**src/rtl/ami_enc_pkg.sv**
```systemverilog
package ami_enc_pkg;
  localparam int LOOP_W = 3;

  typedef enum logic [LOOP_W-1:0] {
    LB_NONE    = 3'd0,
    LB_ANALOG  = 3'd1,
    LB_REMOTE  = 3'd2,
    LB_DIGITAL = 3'd3,
    LB_INBAND  = 3'd4
  } loop_mode_e;

  function automatic logic loop_blocks_line(input logic [LOOP_W-1:0] code);
    return (code == LB_ANALOG) || (code == LB_REMOTE) ||
           (code == LB_DIGITAL) || (code == LB_INBAND);
  endfunction
endpackage

```
**src/rtl/ami_sampler.sv**
```systemverilog
// Falling-edge capture of data and request, with step detection.
module ami_sampler (
  input  logic clk,
  input  logic rst,
  input  logic tx_data,
  input  logic bpv_req,
  output logic data_s,
  output logic req_s,
  output logic req_step
);
  logic req_prev;

  always_ff @(negedge clk) begin
    if (rst) begin
      data_s   <= 1'b0;
      req_s    <= 1'b0;
      req_prev <= 1'b0;
    end else begin
      data_s   <= tx_data;
      req_s    <= bpv_req;
      req_prev <= req_s;
    end
  end

  assign req_step = req_s & ~req_prev;
endmodule

```
**src/rtl/ami_bpv_ctrl.sv**
```systemverilog
// Decides whether a violation is armed, pending or applied, and drives the
// system-side loop output.
module ami_bpv_ctrl
  import ami_enc_pkg::*;
(
  input  logic              clk,
  input  logic              rst,
  input  logic              cfg_single_rail,
  input  logic              cfg_ami_en,
  input  logic              cfg_taos,
  input  logic [LOOP_W-1:0] cfg_loop,
  input  logic              req_s,
  input  logic              req_step,
  input  logic              mark,
  output logic              viol,
  output logic              loop_out
);
  logic pending;
  logic line_ok;
  logic want;
  logic loop_back;

  assign loop_back = cfg_taos && (cfg_loop == LB_DIGITAL);
  assign line_ok   = cfg_single_rail && cfg_ami_en &&
                     !(cfg_taos && loop_blocks_line(cfg_loop));
  assign want      = line_ok && (pending || req_step);
  assign viol      = want && mark;

  always_ff @(posedge clk) begin
    if (rst) begin
      pending  <= 1'b0;
      loop_out <= 1'b0;
    end else begin
      pending  <= want && !mark;
      loop_out <= loop_back && req_s;
    end
  end
endmodule

```
**src/rtl/ami_rail_encoder.sv**
```systemverilog
// Alternating-polarity rail generation with same-polarity violation marks.
module ami_rail_encoder (
  input  logic clk,
  input  logic rst,
  input  logic mark,
  input  logic viol,
  output logic line_pos,
  output logic line_neg
);
  logic last_pos;
  logic send_pos;

  assign send_pos = viol ? last_pos : !last_pos;

  always_ff @(posedge clk) begin
    if (rst) begin
      last_pos <= 1'b0;
      line_pos <= 1'b0;
      line_neg <= 1'b0;
    end else begin
      line_pos <= mark && send_pos;
      line_neg <= mark && !send_pos;
      if (mark) last_pos <= send_pos;
    end
  end
endmodule

```
**src/rtl/ami_violation_encoder.sv**
```systemverilog
module ami_violation_encoder
  import ami_enc_pkg::*;
(
  input  logic              clk,
  input  logic              rst,
  input  logic              cfg_single_rail,
  input  logic              cfg_ami_en,
  input  logic              cfg_taos,
  input  logic [LOOP_W-1:0] cfg_loop,
  input  logic              tx_data,
  input  logic              bpv_req,
  output logic              line_pos,
  output logic              line_neg,
  output logic              bpv_loop_out
);
  logic data_s;
  logic req_s;
  logic req_step;
  logic mark;
  logic viol;

  ami_sampler u_samp (
    .clk      (clk),
    .rst      (rst),
    .tx_data  (tx_data),
    .bpv_req  (bpv_req),
    .data_s   (data_s),
    .req_s    (req_s),
    .req_step (req_step)
  );

  assign mark = cfg_taos | data_s;

  ami_bpv_ctrl u_ctrl (
    .clk             (clk),
    .rst             (rst),
    .cfg_single_rail (cfg_single_rail),
    .cfg_ami_en      (cfg_ami_en),
    .cfg_taos        (cfg_taos),
    .cfg_loop        (cfg_loop),
    .req_s           (req_s),
    .req_step        (req_step),
    .mark            (mark),
    .viol            (viol),
    .loop_out        (bpv_loop_out)
  );

  ami_rail_encoder u_enc (
    .clk      (clk),
    .rst      (rst),
    .mark     (mark),
    .viol     (viol),
    .line_pos (line_pos),
    .line_neg (line_neg)
  );
endmodule

```
**config.mk**
```make
export PLATFORM = sky130hd
export DESIGN_NAME = ami_violation_encoder
export DESIGN_NICKNAME = d
export VERILOG_FILES = /design/src/rtl/ami_enc_pkg.sv /design/src/rtl/ami_sampler.sv /design/src/rtl/ami_bpv_ctrl.sv /design/src/rtl/ami_rail_encoder.sv /design/src/rtl/ami_violation_encoder.sv
export SDC_FILE = /design/constraint.sdc
export NUM_CORES = 1
export LEC_CHECK = 0
export CORE_AREA = 2 2 39 41
export DETAILED_ROUTE_END_ITERATION = 7
export DIE_AREA = 0 0 41 43
export RECOVER_POWER = 50
export SYNTH_ARGS = -nofsm -noshare
export SYNTH_HDL_FRONTEND = slang
export SYNTH_SLANG_ARGS = --single-unit
```
**constraint.sdc**
```tcl
create_clock -name clk -period 3.24 [get_ports clk]
set_input_delay 0.648 -clock clk [delete_from_list [all_inputs] [get_ports clk]]
set_output_delay 0.648 -clock clk [all_outputs]
set_load 0.05 [all_outputs]
```
==> metrics, run 1 <==
outcome completed; top-count cell post-synth dfxtp_1; # hold bufs at CTS 0; Setup crit end kind flop; CTS tree built; cells on worst reg2reg path 4; number of synthesized flops with an enable pin 0; largest area contributor in the netlist dfxtp_1; max incr delay on CP about 670 ps; Ant. Diodes 0; Slew @ Worst Pin 493 ps; commonest cells in the netlist dfxtp_1 (8), nor2b_1 (5), nor2_1 (4); slowest CP cell dlygate4sd3_1; TNS Setup 0 ps; CP required 1810 ps; max-slew violations 0; CP Cell Sequence dlygate4sd3_1 > nor2b_1; Clock Latency Late Sink 330 ps; core area 0.00138 mm²; global-route wire length before repair 1060 µm; CP Class input port to flop; Top Layer Used met4; CP delay by family, top buffers and inverters; Resize count post-CTS 0; register bit total from synthesis 8; share of the synthesized area in the top cell type approximately 45%; Worst R2R Start u_samp.req_s$_SDFF_NP0_; Initial Util 25.6%; Post-Syn Instances 35; largest cells by area after synthesis dfxtp_1 (45%), nor2b_1 (8.8%), mux2i_1 (5.7%), nor3_4 (4.6%), mux2_4 (4.2%); Avg Inst Size Synth roughly 10 µm²; syn nets 45; placed cells between 60 and 70; Pwr per Cell Area 475 mW/mm²; Fillers roughly 150; unrepaired setup endpoints after global routing no; crit-path max FO 7; setup ws final 404 ps; top_reg_cell synth dfxtp_1; wire length per cell 10.3 µm; Die H 43 µm; drt total wl 708 µm; die area between 0.0015 and 0.002 mm²; Worst-path clk slew ~40 ps; P&R area growth vs syn 49.1%; io pins 13; clk buf depth 2; gr usage total about a tenth; Remaining Overflow, GRT 0; fraction of registers with async set or reset after synthesis 0%; Die W about 41 µm; Worst setup SP type input port; pre-CTS setup slack around 160 ps; clk root buf clkbuf_4; Crit path depth 2; final net count 64; Distinct cells, synth 17; Peak VDD IR 0.214 mV; share of layout cells above drive strength 1 between 15 and 20%; max_slew headroom 67.0%; Pre-antenna DRT Iters 4; met2 wire len 326 µm; YS warnings 0; initial antenna violation count 0; max-cap viol count 0; CTS Sinks 8; sequential fraction of the synthesis area 45.2%; drt via density 4.57; DR DRC count 0; clk_skew 64.9 ps; Initial DRC Count 6; Mapped Area 354 µm²; Post-CTS Setup Bufs 0; number of CTS-inserted buffers 3; non-filler instance count after layout 69; H-Tree Depth 1; Crit. Startpoint rst; antenna viol nets, final 0; via count 315; Core Rows 14; Final Hold Viols 0; setup violators final 0; Hold Path Depth 1; M1 WL 280 µm; worst hold start u_samp.req_s$_SDFF_NP0_; Detail Route met3 WL 56 µm; number of global-route vias before repair 257; final RePlAce weighted congestion between 0.7 and 0.8; CP bufs+invs 1; worst hold path type flop to flop; total power 0.000251 W; IO Port Bufs 12; Leakage 0.219 nW; arrival time at the worst endpoint approximately 1400 ps; largest net degree at the start of global routing 8
layer usage:
metal  track usage [%]  up-vias
met2              13.1       14
met3              3.14        4
met4              12.0        0
met5                 0        -
li1                  -      161
met1              10.7      136
where the power goes:
| group | switching, W | internal [W] | total [W] |
|---|---|---|---|
| clock | 0.0000471 | 0.0000524 | 0.0000995 |
| combinational | 0.0000218 | 0.0000218 | 0.0000436 |
| sequential | 0.00000291 | 0.000105 | 0.000108 |
| total | 0.0000718 | 0.000179 | 0.000251 |
state kept, by name, summed over array words and instances (netlist names):
register and count:
u_samp.req_prev 1, u_samp.data_s 1, u_samp.req_s 1, u_enc.line_neg 1, u_enc.last_pos 1, u_ctrl.loop_out 1
u_enc.line_pos 1, u_ctrl.pending 1
worst paths after layout:
| path | end | slack (ps) |
|---|---|---|
| max | u_samp.req_prev$_SDFF_NP0_ | 400 |
| min | u_samp.req_prev$_SDFF_NP0_ | 490 |
| max reg2reg | u_enc.line_neg$_SDFF_PP0_ | 460 |
| min reg2reg | u_samp.req_prev$_SDFF_NP0_ | 490 |
cells in the final DEF (no fill, tap or decap):
cell type / instances
clkdlybuf4s50_1: 8
and3_4: 1
inv_1: 3
nor4b_1: 1
mux2i_1: 2
and2b_2: 1
o21ai_1: 2
clkbuf_1: 1
dfxtp_1: 8
nor3_4: 1
dlygate4sd3_1: 4
nand3_2: 1
clkbuf_4: 3
mux2_4: 1
nor2b_1: 5
nand2_1: 3
or3_1: 1
o2111ai_1: 1
nor2_1: 4
o221ai_1: 1
and4_1: 1
area by class of cell:
| cell class | count | area, µm² | share of cell area (%) |
|---|---|---|---|
| repair buffers | 12 | 120 | 22.7 |
| well taps | 16 | 20.0 | 3.79 |
| flip-flops and latches | 8 | 160 | 30.3 |
| clock inverters | 3 | 11.3 | 2.13 |
| clock buffers | 4 | 26.3 | 4.98 |
| multi-input cells | 26 | 190 | 36.0 |
through the flow:
step | hold slack, ps | cell area [µm²] | util, %
floorplan | 450 | 354 | -
global placement | 468 | 494 | 35.7
detailed placement | 473 | 494 | 35.7
CTS | 503 | 528 | 38.2
global route | 535 | 528 | 38.2
finish | 494 | 528 | 38.2
cells by family after synthesis:
group           synth area share, %
mux                            9.89
buf+inv                        1.06
compound gates                 7.77
simple gates                   36.0
flops                          45.2
Note: power is estimated with default switching activity, not from simulation.
==> inputs of run 2 (changes only) <==
Settings changed: CORE_AREA 2 2 39 41 to 5 5 42 44, CTS_CLUSTER_DIAMETER from default to 200, DIE_AREA 0 0 41 43 to 0 0 47 49.
==> run 2 against run 1 <==
  * Final area is the same
  * Cell count is the same
  * Routed wire length shrank 12%
  * Utilization shrank 0.48 points
  * Via count shrank 3.5%
  * Die area grew 31%
  * Non-clock buffer count is the same
  * Critical path type unchanged
==> metrics, run 2 (synthesis results as in run 1) <==
outcome completed (unchanged); clk buf depth 2 (unchanged); core area 0.00140 mm² (was 0.00138 mm²); Worst R2R Start u_samp.req_s$_SDFF_NP0_ (unchanged); initial antenna violation count 0 (unchanged); most frequent cells in the layout clkdlybuf4s50_1 (8), dfxtp_1 (8), nor2b_1 (5) (unchanged); IO Port Bufs 12 (unchanged); Hold Path Depth 1 (unchanged); clk_skew 55.1 ps (was 64.9 ps); die area 0.00230 mm² (was 0.00176 mm²); global-route wire length before repair 1020 µm (was 1060 µm); Die H 49 µm (was 43 µm); unrepaired setup endpoints after global routing no (unchanged); Final Hold Viols 0 (unchanged); Clock Latency Late Sink 300 ps (was 330 ps); Slew @ Worst Pin 500 ps (was 493 ps); worst reg2reg path endpoint u_enc.line_pos$_SDFF_PP0_ (was u_enc.line_neg$_SDFF_PP0_); Worst-path clk slew 30 ps (was 40 ps); CP bufs+invs 1 (unchanged); Worst Hold End u_samp.req_prev$_SDFF_NP0_ (unchanged); final net count 64 (unchanged); largest net degree at the start of global routing 8 (unchanged); worst hold path type flop to flop (unchanged); CP delay by family, top buffers and inverters (unchanged); CP required 1790 ps (was 1810 ps); max-cap viol count 0 (unchanged); H-Tree Depth 1 (unchanged); # hold bufs at CTS 0 (unchanged); CTS tree built (unchanged); arrival time at the worst endpoint 1390 ps (was 1410 ps); Seq. cell area 160 µm² (unchanged); max_slew headroom 66.6% (was 67.0%); slowest CP cell dlygate4sd3_1 (unchanged); Remaining Overflow, GRT 0 (unchanged); DR DRC count 0 (unchanged); number of global-route vias before repair 276 (was 257); clk root buf clkbuf_4 (unchanged); Leakage 0.219 nW (unchanged); Peak VDD IR 0.199 mV (was 0.214 mV); max-slew violations 0 (unchanged); Resize count post-CTS 0 (unchanged); antenna viol nets, final 0 (unchanged); Initial Util 25.3% (was 25.6%); P&R area growth vs syn 49.1% (unchanged); reg-to-reg slack, setup 510 ps (was 460 ps); Pwr per Cell Area 459 mW/mm² (was 475 mW/mm²); CTS Sinks 8 (unchanged); area of the multi-input gates 190 µm² (unchanged); CP Class input port to flop (unchanged); worst hold start u_samp.req_s$_SDFF_NP0_ (unchanged); drt total wl 620 µm (was 708 µm); gr usage total 6.79% (was 9.96%); io pins 13 (unchanged); final RePlAce weighted congestion 0.658 (was 0.708); Pre-antenna DRT Iters 2 (was 4); via count 304 (was 315); crit-path max FO 7 (unchanged); hpwl dp 519 µm; Initial DRC Count 2 (was 6); Worst setup SP type input port (unchanged); Ant. Diodes 0 (unchanged); cells on worst reg2reg path 4 (unchanged); CP Cell Sequence dlygate4sd3_1 > nor2b_1 (unchanged); Die W 47 µm (was 41 µm); Hold Slack 475 ps (was 494 ps); Core Rows 14 (unchanged); share of layout cells above drive strength 1 15.1% (unchanged); wire length per cell 8.99 µm (was 10.3 µm); number of CTS-inserted buffers 3 (unchanged); Post-CTS Setup Bufs 0 (unchanged); setup violators final 0 (unchanged); drt via density 4.41 (was 4.57); Setup crit end kind flop (unchanged); TNS Setup 0 ps (unchanged); Fillers 162 (was 147); max incr delay on CP 660 ps (was 670 ps)
## run 2: cell counts in the layout (fill, tap and decap cells not counted)
Identical to the previous run, type by type.
## run 2: worst max path at each step
stage	startpoint	end	slack (ps)	cells after the start
floorplan	u_samp.req_s$_SDFF_NP0_	u_enc.line_neg$_SDFF_PP0_	640	4
global placement	rst	u_samp.req_prev$_SDFF_NP0_	180	2
detailed placement	rst	u_samp.req_prev$_SDFF_NP0_	180	2
CTS	rst	u_samp.req_prev$_SDFF_NP0_	480	2
global route	u_samp.req_s$_SDFF_NP0_	u_enc.line_pos$_SDFF_PP0_	360	4
finish	rst	u_samp.req_prev$_SDFF_NP0_	400	2
## run 2: per-stage QoR
stage / worst slack (ps) / cells / total power [W] / instance area [µm²] / utilization [%]
after CTS: 485 / 69 / 0.000248 / 528 / 37.7
after floorplan: 640 / 35 / 0.000142 / 354 / -
after detailed placement: 176 / 63 / 0.000162 / 494 / 35.3
final: 401 / 69 / 0.000242 / 528 / 37.7
after global placement: 183 / 63 / 0.000162 / 494 / 35.3
after global routing: 364 / 69 / 0.000259 / 528 / 37.7
## run 2: final cells by class
class                           count  area share, %
Clock buffer                        4           4.98
Clock inverter                      3           2.13
Multi-Input combinational cell     26           36.0
Tap cell                           16           3.79
Sequential cell                     8           30.3
Timing Repair Buffer               12           22.7
## run 2: per-layer routing
layer | up-vias | share of wire (%) | track usage (%)
met2 | 9 | 49 | 10.2
li1 | 161 | - | -
met3 | 2 | 9.2 | 4.43
met1 | 132 | 39 | 5.35
met4 | 0 | 2.4 | 6.91
met5 | - | 0 | 0
## run 2: power by group
group          internal (W)  switching [W]  total [W]
clock network     0.0000519      0.0000393  0.0000913
registers          0.000105     0.00000253   0.000107
logic             0.0000218      0.0000217  0.0000434
total              0.000179      0.0000635   0.000242
==> inputs of run 3 (changes only) <==
Settings changed: PLACE_DENSITY from default to 0.55, SYNTH_HIERARCHICAL from default to 1.
==> run 3 against run 2 <==
  * Final area down 6.2%
  * Via count down 12%
  * Critical endpoint is now u_enc/last_pos$_SDFFE_PP0P_
  * Largest cell class is now sequential cells
  * Critical path depth up 3
  * Synthesized cell count down 14%
==> metrics, run 3 <==
outcome completed (unchanged); number of CTS-inserted buffers 3 (unchanged); clk root buf clkbuf_4 (unchanged); setup violators final 0 (unchanged); final net count 60 (was 64); most frequent cells in the layout clkdlybuf4s50_1 (9), dfxtp_1 (8), nor2b_1 (6) (was clkdlybuf4s50_1 (8), dfxtp_1 (8), nor2b_1 (5)); Resize count post-CTS 0 (unchanged); non-filler instance count after layout 65 (was 69); die area 0.00230 mm² (unchanged); Core Rows 14 (unchanged); Peak VDD IR 0.289 mV (was 0.199 mV); IO Port Bufs 12 (unchanged); max_slew headroom 66.6% (about the same); placed cells 59 (was 63); wire length per cell 9.11 µm (was 8.99 µm); P&R area growth vs syn 57.1% (was 49.1%); CTS Sinks 8 (unchanged); # hold bufs at CTS 0 (unchanged); number of global-route vias before repair 244 (was 276); Die H 49 µm (unchanged); Post-CTS Setup Bufs 0 (unchanged); Clock Latency Late Sink 310 ps (was 300 ps); Fillers 154 (was 162); Slew @ Worst Pin 500 ps (about the same); Worst setup SP type flop (was input port); Initial DRC Count 2 (unchanged); unrepaired setup endpoints after global routing no (unchanged); CP Class flop to flop (was input port to flop); gr usage total 5.65% (was 6.79%); share of layout cells above drive strength 1 14.3% (was 15.1%); initial antenna violation count 0 (unchanged); Initial Util 22.5% (was 25.3%); worst hold path type flop to flop (unchanged); commonest non-fill, non-tap cell in the layout clkdlybuf4s50_1; Post-Syn Instances 30 (was 35); Ant. Diodes 0 (unchanged); via count 269 (was 304); Avg Inst Size Synth 10.5 µm² (was 10.1 µm²); YS warnings 6 (was 0); max-slew violations 0 (unchanged); Hold Slack 487 ps (was 475 ps); top-count cell post-synth dfxtp_1 (unchanged); global-route wire length before repair 917 µm (was 1020 µm); drt via density 4.14 (was 4.41); largest area contributor in the netlist dfxtp_1 (unchanged); Die W 47 µm (unchanged); Remaining Overflow, GRT 0 (unchanged); top_reg_cell synth dfxtp_1 (unchanged); Leakage 0.211 nW (was 0.219 nW); area of the multi-input gates 150 µm² (was 190 µm²); clk buf depth 2 (unchanged); Distinct cells, synth 16 (was 17); share of the synthesized area in the top cell type 50.8% (was 45.2%); syn nets 40 (was 45); hpwl dp 464 µm (was 519 µm); io pins 13 (unchanged); arrival time at the worst endpoint 3170 ps (was 1390 ps); fraction of registers with async set or reset after synthesis 0% (unchanged); commonest cells in the netlist dfxtp_1 (8), nor2b_1 (6), nor2_1 (2), nor3b_1 (2) (was dfxtp_1 (8), nor2b_1 (5), nor2_1 (4)); H-Tree Depth 1 (unchanged); antenna viol nets, final 0 (unchanged); sequential fraction of the synthesis area 50.8% (was 45.2%); drt total wl 592 µm (was 620 µm); core area 0.00140 mm² (unchanged); Seq. cell area 160 µm² (unchanged); CP required 3380 ps (was 1790 ps); DR DRC count 0 (unchanged); largest cells by area after synthesis dfxtp_1 (51%), nor2b_1 (12%), mux2_4 (4.8%), nor3b_1 (4.8%), nor4_2 (4.0%) (was dfxtp_1 (45%), nor2b_1 (8.8%), mux2i_1 (5.7%), nor3_4 (4.6%), mux2_4 (4.2%)); Mapped Area 315 µm² (was 354 µm²); final RePlAce weighted congestion 0.688 (was 0.658); largest net degree at the start of global routing 6 (was 8); Pre-antenna DRT Iters 2 (unchanged); crit-path max FO 3 (was 7); register bit total from synthesis 8 (unchanged); Setup crit end kind flop (unchanged); Worst-path clk slew 50 ps (was 30 ps); max-cap viol count 0 (unchanged); Pwr per Cell Area 485 mW/mm² (was 459 mW/mm²); TNS Setup 0 ps (unchanged); number of synthesized flops with an enable pin 0 (unchanged); CTS tree built (unchanged); clk_skew 57.9 ps (was 55.1 ps); Final Hold Viols 0 (unchanged)
-- run 3: final cells by class --
class / count / share of cell area [%]
Clock buffer: 4 / 5.30
Clock inverter: 3 / 2.27
Multi-Input combinational cell: 21 / 30.3
Sequential cell: 8 / 32.3
Tap cell: 16 / 4.04
Timing Repair Buffer: 13 / 25.8
-- run 3: critical path, stage by stage (launching register included) --
cell and delay, ps:
dfxtp_1 310, nor2b_2 140, o211ai_1 240, nor3b_2 90, nor2b_1 150, mux2_4 310
-- run 3: through the flow --
step                      power [W]  utilization (%)  cell area (µm²)  worst slack [ps]
after CTS                  0.000246             35.4              497               115
after global routing       0.000257             35.4              495               107
final                      0.000240             35.4              495               208
after floorplan            0.000135                -              315               287
after global placement     0.000154             33.0              463               219
after detailed placement   0.000154             33.0              463               189
-- run 3: final timing paths --
check / startpoint / end / slack (ps) / depth (start not counted)
min: u_samp/req_s$_SDFF_NP0_ / u_samp/req_prev$_SDFF_NP0_ / 490 / 1
min reg2reg: u_samp/req_s$_SDFF_NP0_ / u_samp/req_prev$_SDFF_NP0_ / 490 / 1
max reg2reg: u_samp/req_s$_SDFF_NP0_ / u_enc/last_pos$_SDFFE_PP0P_ / 210 / 5
max: u_samp/req_s$_SDFF_NP0_ / u_enc/last_pos$_SDFFE_PP0P_ / 210 / 5
-- run 3: power breakdown --
group | switching (W) | total, W | internal [W]
Combinational | 0.0000160 | 0.0000373 | 0.0000213
Sequential | 0.00000209 | 0.000106 | 0.000104
Clock | 0.0000445 | 0.0000967 | 0.0000522
Total | 0.0000626 | 0.000240 | 0.000178
-- run 3: cells by family after synthesis --
group | Yosys count | synth area share [%]
and+or+nand+nor | 17 | 36.5
DFF | 8 | 50.8
AOI/OAI and AO/OA | 2 | 3.97
xor gates and xnor gates | 1 | 2.78
muxes | 1 | 4.76
buffers and inverters | 1 | 1.19
-- run 3: per-layer routing --
metal	global-route usage, %	wire (µm)	part of all wire, %	vias to the layer above
li1	-	-	-	140
met5	0	0	0	-
met2	7.69	258	44	11
met3	5.54	68	11	0
met1	6.87	265	45	118
met4	0	0	0	0
